### src/rtl/lsagu_pkg.sv
package lsagu_pkg;

  typedef enum logic [1:0] {
    SZ_BYTE = 2'd0,
    SZ_HALF = 2'd1,
    SZ_WORD = 2'd2,
    SZ_DBL  = 2'd3
  } acc_size_e;

  typedef enum logic [2:0] {
    AM_IND   = 3'd0,
    AM_OFSADD = 3'd1,
    AM_OFSSUB = 3'd2,
    AM_PREINC = 3'd3,
    AM_PREDEC = 3'd4,
    AM_PSTINC = 3'd5,
    AM_PSTDEC = 3'd6,
    AM_RSVD   = 3'd7
  } addr_mode_e;

  typedef enum logic [1:0] {
    DS_REG  = 2'd0,
    DS_IMM  = 2'd1,
    DS_ONE  = 2'd2,
    DS_NONE = 2'd3
  } disp_src_e;

  localparam int unsigned NUM_SIZES = 4;

endpackage

### src/rtl/lsagu_disp.sv
module lsagu_disp
  import lsagu_pkg::*;
#(
  parameter int unsigned AW    = 32,
  parameter int unsigned IMM_W = 5
) (
  input  disp_src_e        src,
  input  acc_size_e        size,
  input  logic [AW-1:0]    dreg,
  input  logic [IMM_W-1:0] dimm,
  output logic [AW-1:0]    scaled
);

  logic [AW-1:0] count;
  logic [AW-1:0] cand [NUM_SIZES];

  always_comb begin
    unique case (src)
      DS_REG:  count = dreg;
      DS_IMM:  count = {{(AW-IMM_W){1'b0}}, dimm};
      DS_ONE:  count = AW'(1);
      default: count = '0;
    endcase
  end

  // one shifted candidate per access size; wraps by truncation
  for (genvar g = 0; g < NUM_SIZES; g++) begin : g_shift
    assign cand[g] = count << g;
  end

  assign scaled = cand[size];

endmodule

### src/rtl/lsagu_arith.sv
module lsagu_arith #(
  parameter int unsigned AW = 32
) (
  input  logic [AW-1:0] base,
  input  logic [AW-1:0] scaled,
  output logic [AW-1:0] sum,
  output logic [AW-1:0] diff
);

  assign sum  = base + scaled;
  assign diff = base - scaled;

endmodule

### src/rtl/lsagu_select.sv
module lsagu_select
  import lsagu_pkg::*;
#(
  parameter int unsigned AW = 32
) (
  input  addr_mode_e    mode,
  input  logic [AW-1:0] base,
  input  logic [AW-1:0] sum,
  input  logic [AW-1:0] diff,
  output logic [AW-1:0] addr,
  output logic [AW-1:0] ptr,
  output logic          ptr_we
);

  always_comb begin
    addr   = base;
    ptr    = base;
    ptr_we = 1'b0;
    unique case (mode)
      AM_OFSADD: addr = sum;
      AM_OFSSUB: addr = diff;
      AM_PREINC: begin addr = sum;  ptr = sum;  ptr_we = 1'b1; end
      AM_PREDEC: begin addr = diff; ptr = diff; ptr_we = 1'b1; end
      AM_PSTINC: begin ptr = sum;  ptr_we = 1'b1; end
      AM_PSTDEC: begin ptr = diff; ptr_we = 1'b1; end
      default: begin
        addr   = base;
        ptr    = base;
        ptr_we = 1'b0;
      end
    endcase
  end

endmodule

### src/rtl/lsagu_align.sv
module lsagu_align
  import lsagu_pkg::*;
(
  input  acc_size_e  size,
  input  logic [2:0] addr_lo,
  output logic       misalign
);

  logic [2:0] mask;

  always_comb begin
    unique case (size)
      SZ_BYTE: mask = 3'b000;
      SZ_HALF: mask = 3'b001;
      SZ_WORD: mask = 3'b011;
      default: mask = 3'b111;
    endcase
  end

  assign misalign = |(addr_lo & mask);

endmodule

### src/rtl/lsagu_top.sv
module lsagu_top
  import lsagu_pkg::*;
#(
  parameter int unsigned AW    = 32,
  parameter int unsigned IMM_W = 5
) (
  input  logic             clk,
  input  logic             rst_n,
  input  logic             req_vld,
  input  logic [2:0]       req_mode,
  input  logic [1:0]       req_size,
  input  logic [AW-1:0]    req_base,
  input  logic [1:0]       req_dsrc,
  input  logic [AW-1:0]    req_dreg,
  input  logic [IMM_W-1:0] req_dimm,
  output logic             out_vld,
  output logic [AW-1:0]    out_addr,
  output logic [AW-1:0]    out_ptr,
  output logic             out_ptr_we,
  output logic             out_misalign
);

  // reset: asserted at once, released on the second clock edge
  logic rst_meta_n, rst_q_n;

  always_ff @(posedge clk or negedge rst_n) begin
    if (!rst_n) begin
      rst_meta_n <= 1'b0;
      rst_q_n    <= 1'b0;
    end else begin
      rst_meta_n <= 1'b1;
      rst_q_n    <= rst_meta_n;
    end
  end

  acc_size_e  size_c;
  addr_mode_e mode_c;
  disp_src_e  src_c;

  assign size_c = acc_size_e'(req_size);
  assign mode_c = addr_mode_e'(req_mode);
  assign src_c  = disp_src_e'(req_dsrc);

  logic [AW-1:0] scaled, sum, diff, addr_d, ptr_d;
  logic          we_d, mis_d;

  lsagu_disp #(.AW(AW), .IMM_W(IMM_W)) u_disp (
    .src(src_c), .size(size_c), .dreg(req_dreg), .dimm(req_dimm), .scaled(scaled)
  );

  lsagu_arith #(.AW(AW)) u_arith (
    .base(req_base), .scaled(scaled), .sum(sum), .diff(diff)
  );

  lsagu_select #(.AW(AW)) u_sel (
    .mode(mode_c), .base(req_base), .sum(sum), .diff(diff),
    .addr(addr_d), .ptr(ptr_d), .ptr_we(we_d)
  );

  lsagu_align u_align (
    .size(size_c), .addr_lo(addr_d[2:0]), .misalign(mis_d)
  );

  // next-state for the output stage
  logic [AW-1:0] addr_n, ptr_n;
  logic          vld_n, we_n, mis_n;

  always_comb begin
    vld_n  = req_vld;
    we_n   = req_vld & we_d;
    addr_n = out_addr;
    ptr_n  = out_ptr;
    mis_n  = out_misalign;
    if (req_vld) begin
      addr_n = addr_d;
      ptr_n  = ptr_d;
      mis_n  = mis_d;
    end
  end

  always_ff @(posedge clk or negedge rst_q_n) begin
    if (!rst_q_n) begin
      out_vld      <= 1'b0;
      out_ptr_we   <= 1'b0;
      out_addr     <= '0;
      out_ptr      <= '0;
      out_misalign <= 1'b0;
    end else begin
      out_vld      <= vld_n;
      out_ptr_we   <= we_n;
      out_addr     <= addr_n;
      out_ptr      <= ptr_n;
      out_misalign <= mis_n;
    end
  end

endmodule

### config.mk
export PLATFORM = sky130hd
export DESIGN_NAME = lsagu_top
export DESIGN_NICKNAME = d
export VERILOG_FILES = /design/src/rtl/lsagu_pkg.sv /design/src/rtl/lsagu_disp.sv /design/src/rtl/lsagu_arith.sv /design/src/rtl/lsagu_select.sv /design/src/rtl/lsagu_align.sv /design/src/rtl/lsagu_top.sv
export SDC_FILE = /design/constraint.sdc
export NUM_CORES = 1
export LEC_CHECK = 0
export BUFFER_PORTS_ARGS = -buffer_cell sky130_fd_sc_hd__buf_2
export CORE_UTILIZATION = 52
export DETAILED_ROUTE_END_ITERATION = 7
export PLACE_DENSITY = 0.77
export SLEW_MARGIN = 0
export SYNTH_ARGS = -nofsm -noshare
export SYNTH_HDL_FRONTEND = slang
export SYNTH_SLANG_ARGS = --single-unit
### constraint.sdc
create_clock -name clk -period 4.75 [get_ports clk]
set_clock_uncertainty 0.2 [all_clocks]
set_input_delay 0.2375 -clock clk [delete_from_list [all_inputs] [get_ports clk]]
set_output_delay 0.2375 -clock clk [all_outputs]
set_load 0.1 [all_outputs]
Word level (Yosys, flattened, before mapping)
Index checks and enable logic that the tools add are counted.
{"block": "word_totals", "register_bits": 69, "romBits": 0, "memories": 0, "ramBits": 0, "output_inout_bits": 67, "inputBits": 79, "wordCells": 39, "latch_bits": 0}
{"block": "op_classes", "n_shift": 0, "n_div": 0, "bitwise": 3, "mux": 8, "n_addsub": 2, "order_cmp": 1, "eq_ne": 10, "reduce_logical": 8, "mul": 0}
{"operator": "one-hot mux 32 bit (2 select lines)", "n": 2}
{"operator": "one-hot mux 32 bit (3 select lines)", "n": 1}
{"operator": "binary-select mux 32 bit (select 2 bit)", "n": 1}
{"operator": "two-way mux 32 bit", "n": 2}
{"operator": "adder 32 bit", "n": 1}
{"operator": "subtractor 32 bit", "n": 1}
{"operator": "== test 3 bit, second input constant", "n": 3}
{"operator": "one-hot mux 3 bit (3 select lines)", "n": 1}
{"operator": "OR reduction 2 bit", "n": 4}
{"operator": "== test 3 x 2 -> 1 bit, second input constant", "n": 2}
{"operator": "== test 2 x 1 -> 1 bit, second input constant", "n": 2}
{"operator": "== test 2 bit, second input constant", "n": 2}
{"operator": "logical NOT 2 bit", "n": 2}
{"operator": "OR reduction 4 bit", "n": 1}
{"operator": "AND 3 bit", "n": 1}
{"operator": "== test 3 x 1 -> 1 bit, second input constant", "n": 1}
{"operator": ">= comparator 3 bit, second input constant", "n": 1}
{"operator": "inverter 2 -> 3 bit", "n": 1}
{"operator": "OR reduction 3 bit", "n": 1}
{"operator": "AND 1 bit", "n": 1}
{"operator": "two-way mux 1 bit", "n": 1}

Logic depth before layout (Yosys ltp)
Gate-level depths: netlist of run 1.
{"block": "depth", "word_depth": 9, "depth_mapped": 17, "ltp_nobuf": 16}

By module
A second synthesis of run 1 with hierarchy kept.
{"block": "hier_totals", "cells_unflattened": 1187, "hier_area_um2": 10766.6}
{"module": "lsagu_arith", "instances": 1, "area_each_um2": 3883.7, "seq_area_each_um2": 0.0, "cells_each": 563}
{"module": "lsagu_select", "instances": 1, "area_each_um2": 3123.0, "seq_area_each_um2": 0.0, "cells_each": 379}
{"module": "lsagu_top", "instances": 1, "area_each_um2": 2681.3, "seq_area_each_um2": 1726.7, "cells_each": 143}
{"module": "lsagu_disp", "instances": 1, "area_each_um2": 1059.8, "seq_area_each_um2": 0.0, "cells_each": 98}
{"module": "lsagu_align", "instances": 1, "area_each_um2": 18.8, "seq_area_each_um2": 0.0, "cells_each": 4}

Worst setup path after synthesis of run 1
No wires, ideal clock.
{"block": "synth_timing", "path_type": "input-to-reg", "startpoint": "in req_size[0]", "endpoint": "reg out_ptr[27]", "path_stages": 15, "setup_time_ns": 0.121, "required_ns": 4.429, "path_slack_ns": 0.846, "arrival_ns": 3.583, "n_path_buf": 2, "cell_sequence": "buf_2 > buf_1 > a31oi_1 > o32a_1 > or2_2 > ha_1 > nor2b_1 > o311ai_2 > a21oi_2 > a31oi_4 > o311a_4 > o21ai_4 > mux2_1 > o2bb2ai_1 > o22a_1"}
{"block": "synth_between", "elab_chain_cells": 6, "word_cells_on_any_way": 7, "cone_classes": "2 x add/sub; 4 x mux; 1 x bitwise"}
{"element": "start, declared", "line_no": "lsagu_top.sv:11", "rtl": "input logic [1:0] req_size,"}
{"element": "inverter 2 -> 3 bit (not written as such) (*)", "line_no": "lsagu_disp.sv:31", "rtl": "assign scaled = cand[size];"}
{"element": "binary-select mux 32 bit (select 2 bit) (*)", "line_no": "lsagu_disp.sv:31"}
{"element": "two-way mux 32 bit (not written as such) (*) (2 in series)", "line_no": "lsagu_disp.sv:31"}
{"element": "subtractor 32 bit / adder 32 bit (equally long branches)", "line_no": "lsagu_arith.sv:11, lsagu_arith.sv:10"}
{"element": "one-hot mux 32 bit (2 select lines) (*)", "line_no": "lsagu_select.sv:19", "rtl": "unique case (mode)"}
{"element": "end signal, assigned", "line_no": "lsagu_top.sv:92", "rtl": "out_ptr <= ptr_n;"}
{"element": "end, declared", "line_no": "lsagu_top.sv:18", "rtl": "output logic [AW-1:0] out_ptr,"}
Mark *: on every way between the ends. The rest lies on a longest branch, timed or not. The select of a mux whose other input is x is not followed.
A chain may end at the register's enable or synchronous reset.

Final worst setup path of run 1
{"block": "layout_timing", "startpoint": "in req_size[0]", "endpoint": "reg out_ptr[30]"}
Same word-level chain as after synthesis.

==> results of run 1 <==
==> kinds of logic after synthesis <==
logic type / Yosys count / share of synthesized area
AO/OA/AOI/OAI: 381 / 0.304
XOR/XNOR: 43 / 0.0430
adder cells (fa/ha/maj): 69 / 0.100
buffers and inverters: 156 / 0.0708
flip-flops: 69 / 0.197
multiplexers: 52 / 0.0642
other: 1 / 0.000428
AND/OR/NAND/NOR: 418 / 0.220
==> final timing paths <==
| check | from | endpoint |
|---|---|---|
| max | req_size[0] | out_ptr[30] |
| min | rst_n | rst_meta_n |
| max reg2reg | rst_q_n | out_addr[2] |
| min reg2reg | rst_q_n | out_addr[31] |
| max in group asynchronous | rst_q_n | out_addr[2] |
| min in group clk | req_base[12] | out_ptr[12] |
==> registers in the layout, summed over array words and instances (netlist names) <==
register      flops
rst_q_n           1
out_misalign      1
rst_meta_n        1
out_vld           1
out_addr         32
out_ptr_we        1
out_ptr          32
==> metrics by stage <==
step | hold WS (ns) | utilization
6_report | 0.00769 | 0.603
5_1_grt | 0.0175 | 0.603
3_5_place_dp | -0.177 | 0.583
3_3_place_gp | -0.178 | 0.583
2_1_floorplan | -0.258 | -
4_1_cts | 0.00796 | 0.603
==> timing repair <==
item,CTS,global route
endpoints found under the hold margin,2,0
endpoints found under the setup margin,0,0
hold buffers,1,0
==> cell type report <==
cell class	instances	share of cell area
multi-input cells	964	0.644
repair buffers	173	0.0945
flip-flops and latches	69	0.173
clock buffers	10	0.0230
clock inverters	6	0.00892
inverters	77	0.0290
well taps	220	0.0276
==> layer usage <==
layer / global-route usage / part of all wire
met2: 0.483 / 0.40
met4: 0.0762 / 0.017
met5: 0 / 0
met1: 0.541 / 0.45
met3: 0.0704 / 0.14
==> cells in the final DEF, fill, tap and decap left out, types with 7 or more instances in the layout <==
cell,instances
nand2_1,108
xnor2_1,36
and2_1,10
buf_4,28
dfrtp_1,68
or2_2,7
o31ai_1,13
nor2b_1,10
inv_1,75
nand4_1,10
a221o_1,10
nor3_1,29
mux2i_1,28
a211oi_1,16
clkbuf_16,9
o21a_1,10
nand2b_1,10
ha_1,67
and3_1,11
a221oi_1,24
nor2_1,162
buf_2,144
o221ai_1,12
a22oi_1,8
nand3_1,27
nor4_1,7
mux2_2,22
a31oi_1,20
a21oi_1,103
xor2_1,7
o21ai_0,60
a21o_1,12
==> report_power, final <==
part	leakage [nW]	internal [W]	switching [W]
combinational	3.46	0.000469	0.00144
sequential	0.783	0.000681	0.0000594
clock	0.149	0.000459	0.000260
==> flow_summary.json, run 1 <==
{
  "cp_num_buf_inv": 3,
  "cts_setup_buffers": 0,
  "numCtsBuffers": 9,
  "h-tree-depth": 3,
  "synth.distinct_cells": 89,
  "critPathArrivalTime_ns": 4.08,
  "finalNonFillerCells": 1519,
  "io_pins": 146,
  "overflow": 0,
  "fillerInstances": 1576,
  "core_mm2": 0.0165,
  "synth_flop_cell": "dfrtp_1",
  "crit_family": "compound AO/OA/AOI/OAI gates",
  "dp_hpwl_um": 23800,
  "routed_via_density": 6.43,
  "multi_input_area_mm2": 0.00641,
  "dr.first_iter.drc_count": 1385,
  "yosysWarnings": 0,
  "cp_max_fo": 28,
  "synth_area_leaders": "dfrtp_1, ha_1, nor2_1, a21oi_1, nand2_1",
  "drive_above_1_share": 0.187,
  "die_w_um": 132,
  "cts_root_buf": "clkbuf_16",
  "first_pass_iters": 7,
  "place_area_mm2": 0.00963,
  "wirelength_um": 30500,
  "gp_congestion": 0.988,
  "area_growth_pct": 13.8,
  "preCtsSetupSlack_ns": 0.414,
  "num_vias": 9773,
  "setup_violations": 0,
  "p_leak_nw": 4.39,
  "max_slew_margin": 0.222,
  "yosysTopAreaCell": "dfrtp_1",
  "ir_worst_vdd_mv": 0.331,
  "period_minus_slack_ns": 4.06,
  "r2r_cells": 1,
  "ys_seq_area_frac": 0.197,
  "post_drt_wl_per_cell_um": 20.1,
  "start_kind": "primary input",
  "die_h_um": 132,
  "path_cells": "buf_2 -> buf_4 -> mux2_2 -> o21ai_0 -> nor2_1 -> ha_1 -> inv_1 -> o21bai_1 -> a21o_1 -> a2111oi_0 -> nor2_1 -> a2111oi_0 -> nand2_1 -> a211oi_1 -> a31oi_1",
  "ant_nets": 0,
  "final_nets": 1442,
  "synth_edf_count": 0,
  "rsz0062_at_grt": "false",
  "grt_max_degree": 65,
  "slew_viol_final": 0,
  "seq_area_mm2": 0.00173,
  "die_area_mm2": 0.0174,
  "r2r_slack_ns": 3.35,
  "post-route-period-util": 0.855,
  "drc": 0,
  "critPathSlowestCell": "a2111oi_0",
  "hold_path_class": "in -> async",
  "synthArstFlopShare": 1.00,
  "rows": 47,
  "maxCapViolCount": 0,
  "clkSinkCount": 69,
  "path_class": "in -> reg",
  "ys_ff_latch": 69,
  "outcome": "completed",
  "worst_ep_required_time_ns": 4.77,
  "avgSynthCellArea_um2": 7.36,
  "synth_common_cells": "nor2_1, nand2_1, a21oi_1",
  "finalSetupTns_ns": 0,
  "synth_nets": 1337,
  "powerDensity_mw_per_mm2": 338,
  "clk_latency_ns": 0.33,
  "yosysMostFrequentCell": "nor2_1",
  "netlist_area_mm2": 0.00875,
  "grt_pass1_vias": 8535,
  "gr-usage-all-layers": 0.347,
  "max_freq_mhz": 246,
  "grt_pass1_wl_um": 47500,
  "initial_core_util": 0.530,
  "antenna_found_initial": 0,
  "p_total_w": 0.00337,
  "synth_cells": 1189,
  "end_kind": "register",
  "diodes": 0,
  "final_hold_viol_count": 0,
  "path_clk_slew_ns": 0.06,
  "io_buffers": 145,
  "tightest_slew_ns": 1.17,
  "cts_resized": 0,
  "setup_slack_ns": 0.688,
  "clockBufferDepth": 2,
  "fin_area_mm2": 0.00996,
  "cpPeakStageDelay_ns": 0.54,
  "synth.top_cell.area_share": 0.197,
  "tritoncts": "built",
  "cp.depth": 15,
  "dp.cells": 1502
}
(Power assumes the default switching activity.)
==> run 2: changes to the inputs <==
--- a/config.mk
+++ b/config.mk
@@ -5,10 +5,12 @@
 export SDC_FILE = /design/constraint.sdc
 export NUM_CORES = 1
 export LEC_CHECK = 0
+export ABC_AREA = 1
 export BUFFER_PORTS_ARGS = -buffer_cell sky130_fd_sc_hd__buf_2
+export CORE_ASPECT_RATIO = 0.5
 export CORE_UTILIZATION = 52
 export DETAILED_ROUTE_END_ITERATION = 7
-export PLACE_DENSITY = 0.77
+export PLACE_DENSITY = 0.76
 export SLEW_MARGIN = 0
 export SYNTH_ARGS = -nofsm -noshare
 export SYNTH_HDL_FRONTEND = slang
==> run 2 against run 1 <==
First-iteration DRC count grew 16%. Largest cell class unchanged. Register-to-register slack gained 0.20 ns. Total power grew 2.3%. Synthesized cell count grew 53%. Sequential share of layout area shrank 1.7 points. Highest routed layer unchanged. Combinational power grew 3%.
==> flow_summary.json, run 2 <==
{
  "io_buffers": 145,
  "io_pins": 146,
  "drc": 0,
  "cp_max_fo": 44,
  "crit_top_cell": "nand2_1",
  "fin_util": 0.596,
  "yosysWarnings": 0,
  "h-tree-depth": 3,
  "critPathArrivalTime_ns": 4.29,
  "yosysMostFrequentCell": "nand2_1",
  "grt_max_degree": 86,
  "avgSynthCellArea_um2": 5.43,
  "gp_congestion": 1.09,
  "final_cell_mix": "nand2_1, inv_1, nor2_1",
  "tritoncts": "built",
  "ant_nets": 0,
  "final_common_cell": "nand2_1",
  "hold_path_class": "in -> async",
  "dp.cells": 2165,
  "finalSetupTns_ns": 0,
  "clkSinkCount": 69,
  "synthArstFlopShare": 1.00,
  "num_vias": 11600,
  "reg.largest.list": "out_addr: 32 flops, out_ptr: 32 flops",
  "drive_above_1_share": 0.109,
  "post-route-period-util": 0.896,
  "synth_nets": 1963,
  "ir_worst_vdd_mv": 0.179,
  "p_leak_nw": 6.43,
  "synth_area_leaders": "nand2_1, dfrtp_1, inv_1, ha_1, nor2_1",
  "path_cells": "buf_2 -> inv_1 -> o21ai_0 -> nand2_1 -> o21ai_0 -> ha_1 -> nand2_1 -> nor2_1 -> nand2_1 -> nor4_1 -> nand2_1 -> nand2_1 -> nand2_1 -> nand3_1 -> nand3_1 -> nand2_1 -> inv_1",
  "routed_via_density": 5.29,
  "worst_hold_slack_ns": 0.0112,
  "synth.top_cell.area_share": 0.228,
  "synth_common_cells": "nand2_1, inv_1, nor2_1",
  "grt_pass1_vias": 9895,
  "first_pass_iters": 6,
  "cts_resized": 0,
  "powerDensity_mw_per_mm2": 313,
  "start_kind": "primary input",
  "die_w_um": 197,
  "synth_cells": 1815,
  "overflow": 0,
  "max_freq_mhz": 235,
  "max_slew_margin": 0.315,
  "area_growth_pct": 11.8,
  "slew_viol_final": 0,
  "holdBufCountCts": 1,
  "worst_ep_required_time_ns": 4.78,
  "critPathSlowestCell": "inv_1",
  "ys_seq_area_frac": 0.175,
  "netlist_area_mm2": 0.00986,
  "gr-usage-all-layers": 0.408,
  "core_mm2": 0.0185,
  "rows": 35,
  "wirelength_um": 39400,
  "setup_violations": 0,
  "initial_core_util": 0.533,
  "path_clk_slew_ns": 0.06,
  "synth_edf_count": 0,
  "die_area_mm2": 0.0195,
  "clockBufferDepth": 2,
  "period_minus_slack_ns": 4.26,
  "final_nets": 2066,
  "outcome": "completed",
  "ys_ff_latch": 69,
  "maxCapViolCount": 0,
  "cpPeakStageDelay_ns": 0.77,
  "die_h_um": 99.4,
  "fillerInstances": 1995,
  "end_kind": "register",
  "dr.first_iter.drc_count": 1606,
  "post_drt_wl_per_cell_um": 18.0,
  "cts_root_buf": "clkbuf_16",
  "finalNonFillerCells": 2183,
  "rsz0062_at_grt": "false",
  "tightest_slew_ns": 1.03,
  "numCtsBuffers": 9,
  "path_class": "in -> reg",
  "yosysTopAreaCell": "nand2_1",
  "cts_setup_buffers": 0,
  "synth_flop_cell": "dfrtp_1",
  "final_hold_viol_count": 0,
  "dp_hpwl_um": 33000,
  "synth.distinct_cells": 43,
  "clk_latency_ns": 0.33,
  "grt_pass1_wl_um": 59000,
  "antenna_found_initial": 0
}
run 2: cell types whose count changed in the layout (fill, tap and decap cells not counted), sizes merged, moves of 26 or more:
cell   before  now
nand3      27  136
inv        77  383
xnor2      36    4
nand2     108  604
a21oi     107   43
o21ai      65  128
mux2i      28    2
run 2: cell families (layout without fill, tap and decap cells):
group | Yosys count | after routing | synth area share
AO/OA/AOI/OAI | 205 | 205 | 0.112
XOR/XNOR | 27 | 27 | 0.0240
multiplexers | 2 | 2 | 0.00203
AND/OR/NAND/NOR | 991 | 991 | 0.416
adder cells (fa/ha/maj) | 69 | 69 | 0.0891
buffers and inverters | 451 | 559 | 0.182
flip-flops | 69 | 69 | 0.175
other | 1 | 2 | 0.000380
run 2: final timing paths:
path                              from           to  slack (ns)  cells after the start
max in group asynchronous      rst_q_n   out_ptr[8]        3.55                      1
hold / removal                   rst_n      rst_q_n        0.01                      2
hold reg to reg             rst_meta_n      rst_q_n        0.15                      0
setup reg to reg               rst_q_n   out_ptr[8]        3.55                      1
min in group clk           req_base[2]   out_ptr[2]        0.05                      3
setup / recovery           req_size[0]  out_ptr[30]        0.49                     17
run 2: worst max-delay path: cells and delay by family:
family	cells	cell delay, ns
and+or+nand+nor	11	2.01
adders and majority gates	1	0.57
AOI/OAI and AO/OA	2	0.47
buffers and inverters	3	0.99
run 2: per-stage QoR:
step	worst slack [ns]	total power [W]	cell area, um^2
2_1_floorplan	1.87	0.00215	9860
3_3_place_gp	0.485	0.00263	10700
3_5_place_dp	0.454	0.00263	10700
4_1_cts	0.779	0.00338	11000
5_1_grt	0.0946	0.00360	11000
6_report	0.493	0.00345	11000
run 2: final cells by class:
cell class,instances,area [um^2],area share
Timing Repair Buffer,160,853,0.0774
Multi-Input combinational cell,1295,6340,0.576
Tap cell,259,324,0.0294
Clock buffer,10,239,0.0217
Sequential cell,69,1730,0.157
Antenna cell,1,2.50,0.000227
Clock inverter,6,92.6,0.00840
Inverter,383,1440,0.130
run 2: layer usage:
metal	vias up	share of wire	wire [um]	track usage
met2	676	0.32	12700	0.475
li1	5716	-	-	-
met1	5127	0.49	19200	0.646
met5	-	0	0	0
met4	0	0.010	395	0.0537
met3	33	0.18	7120	0.197
run 2: power breakdown:
| group | total [W] | internal [W] | switching, W |
|---|---|---|---|
| sequential | 0.000733 | 0.000677 | 0.0000562 |
| combinational | 0.00196 | 0.000398 | 0.00156 |
| clock | 0.000750 | 0.000478 | 0.000273 |
| total | 0.00345 | 0.00155 | 0.00189 |
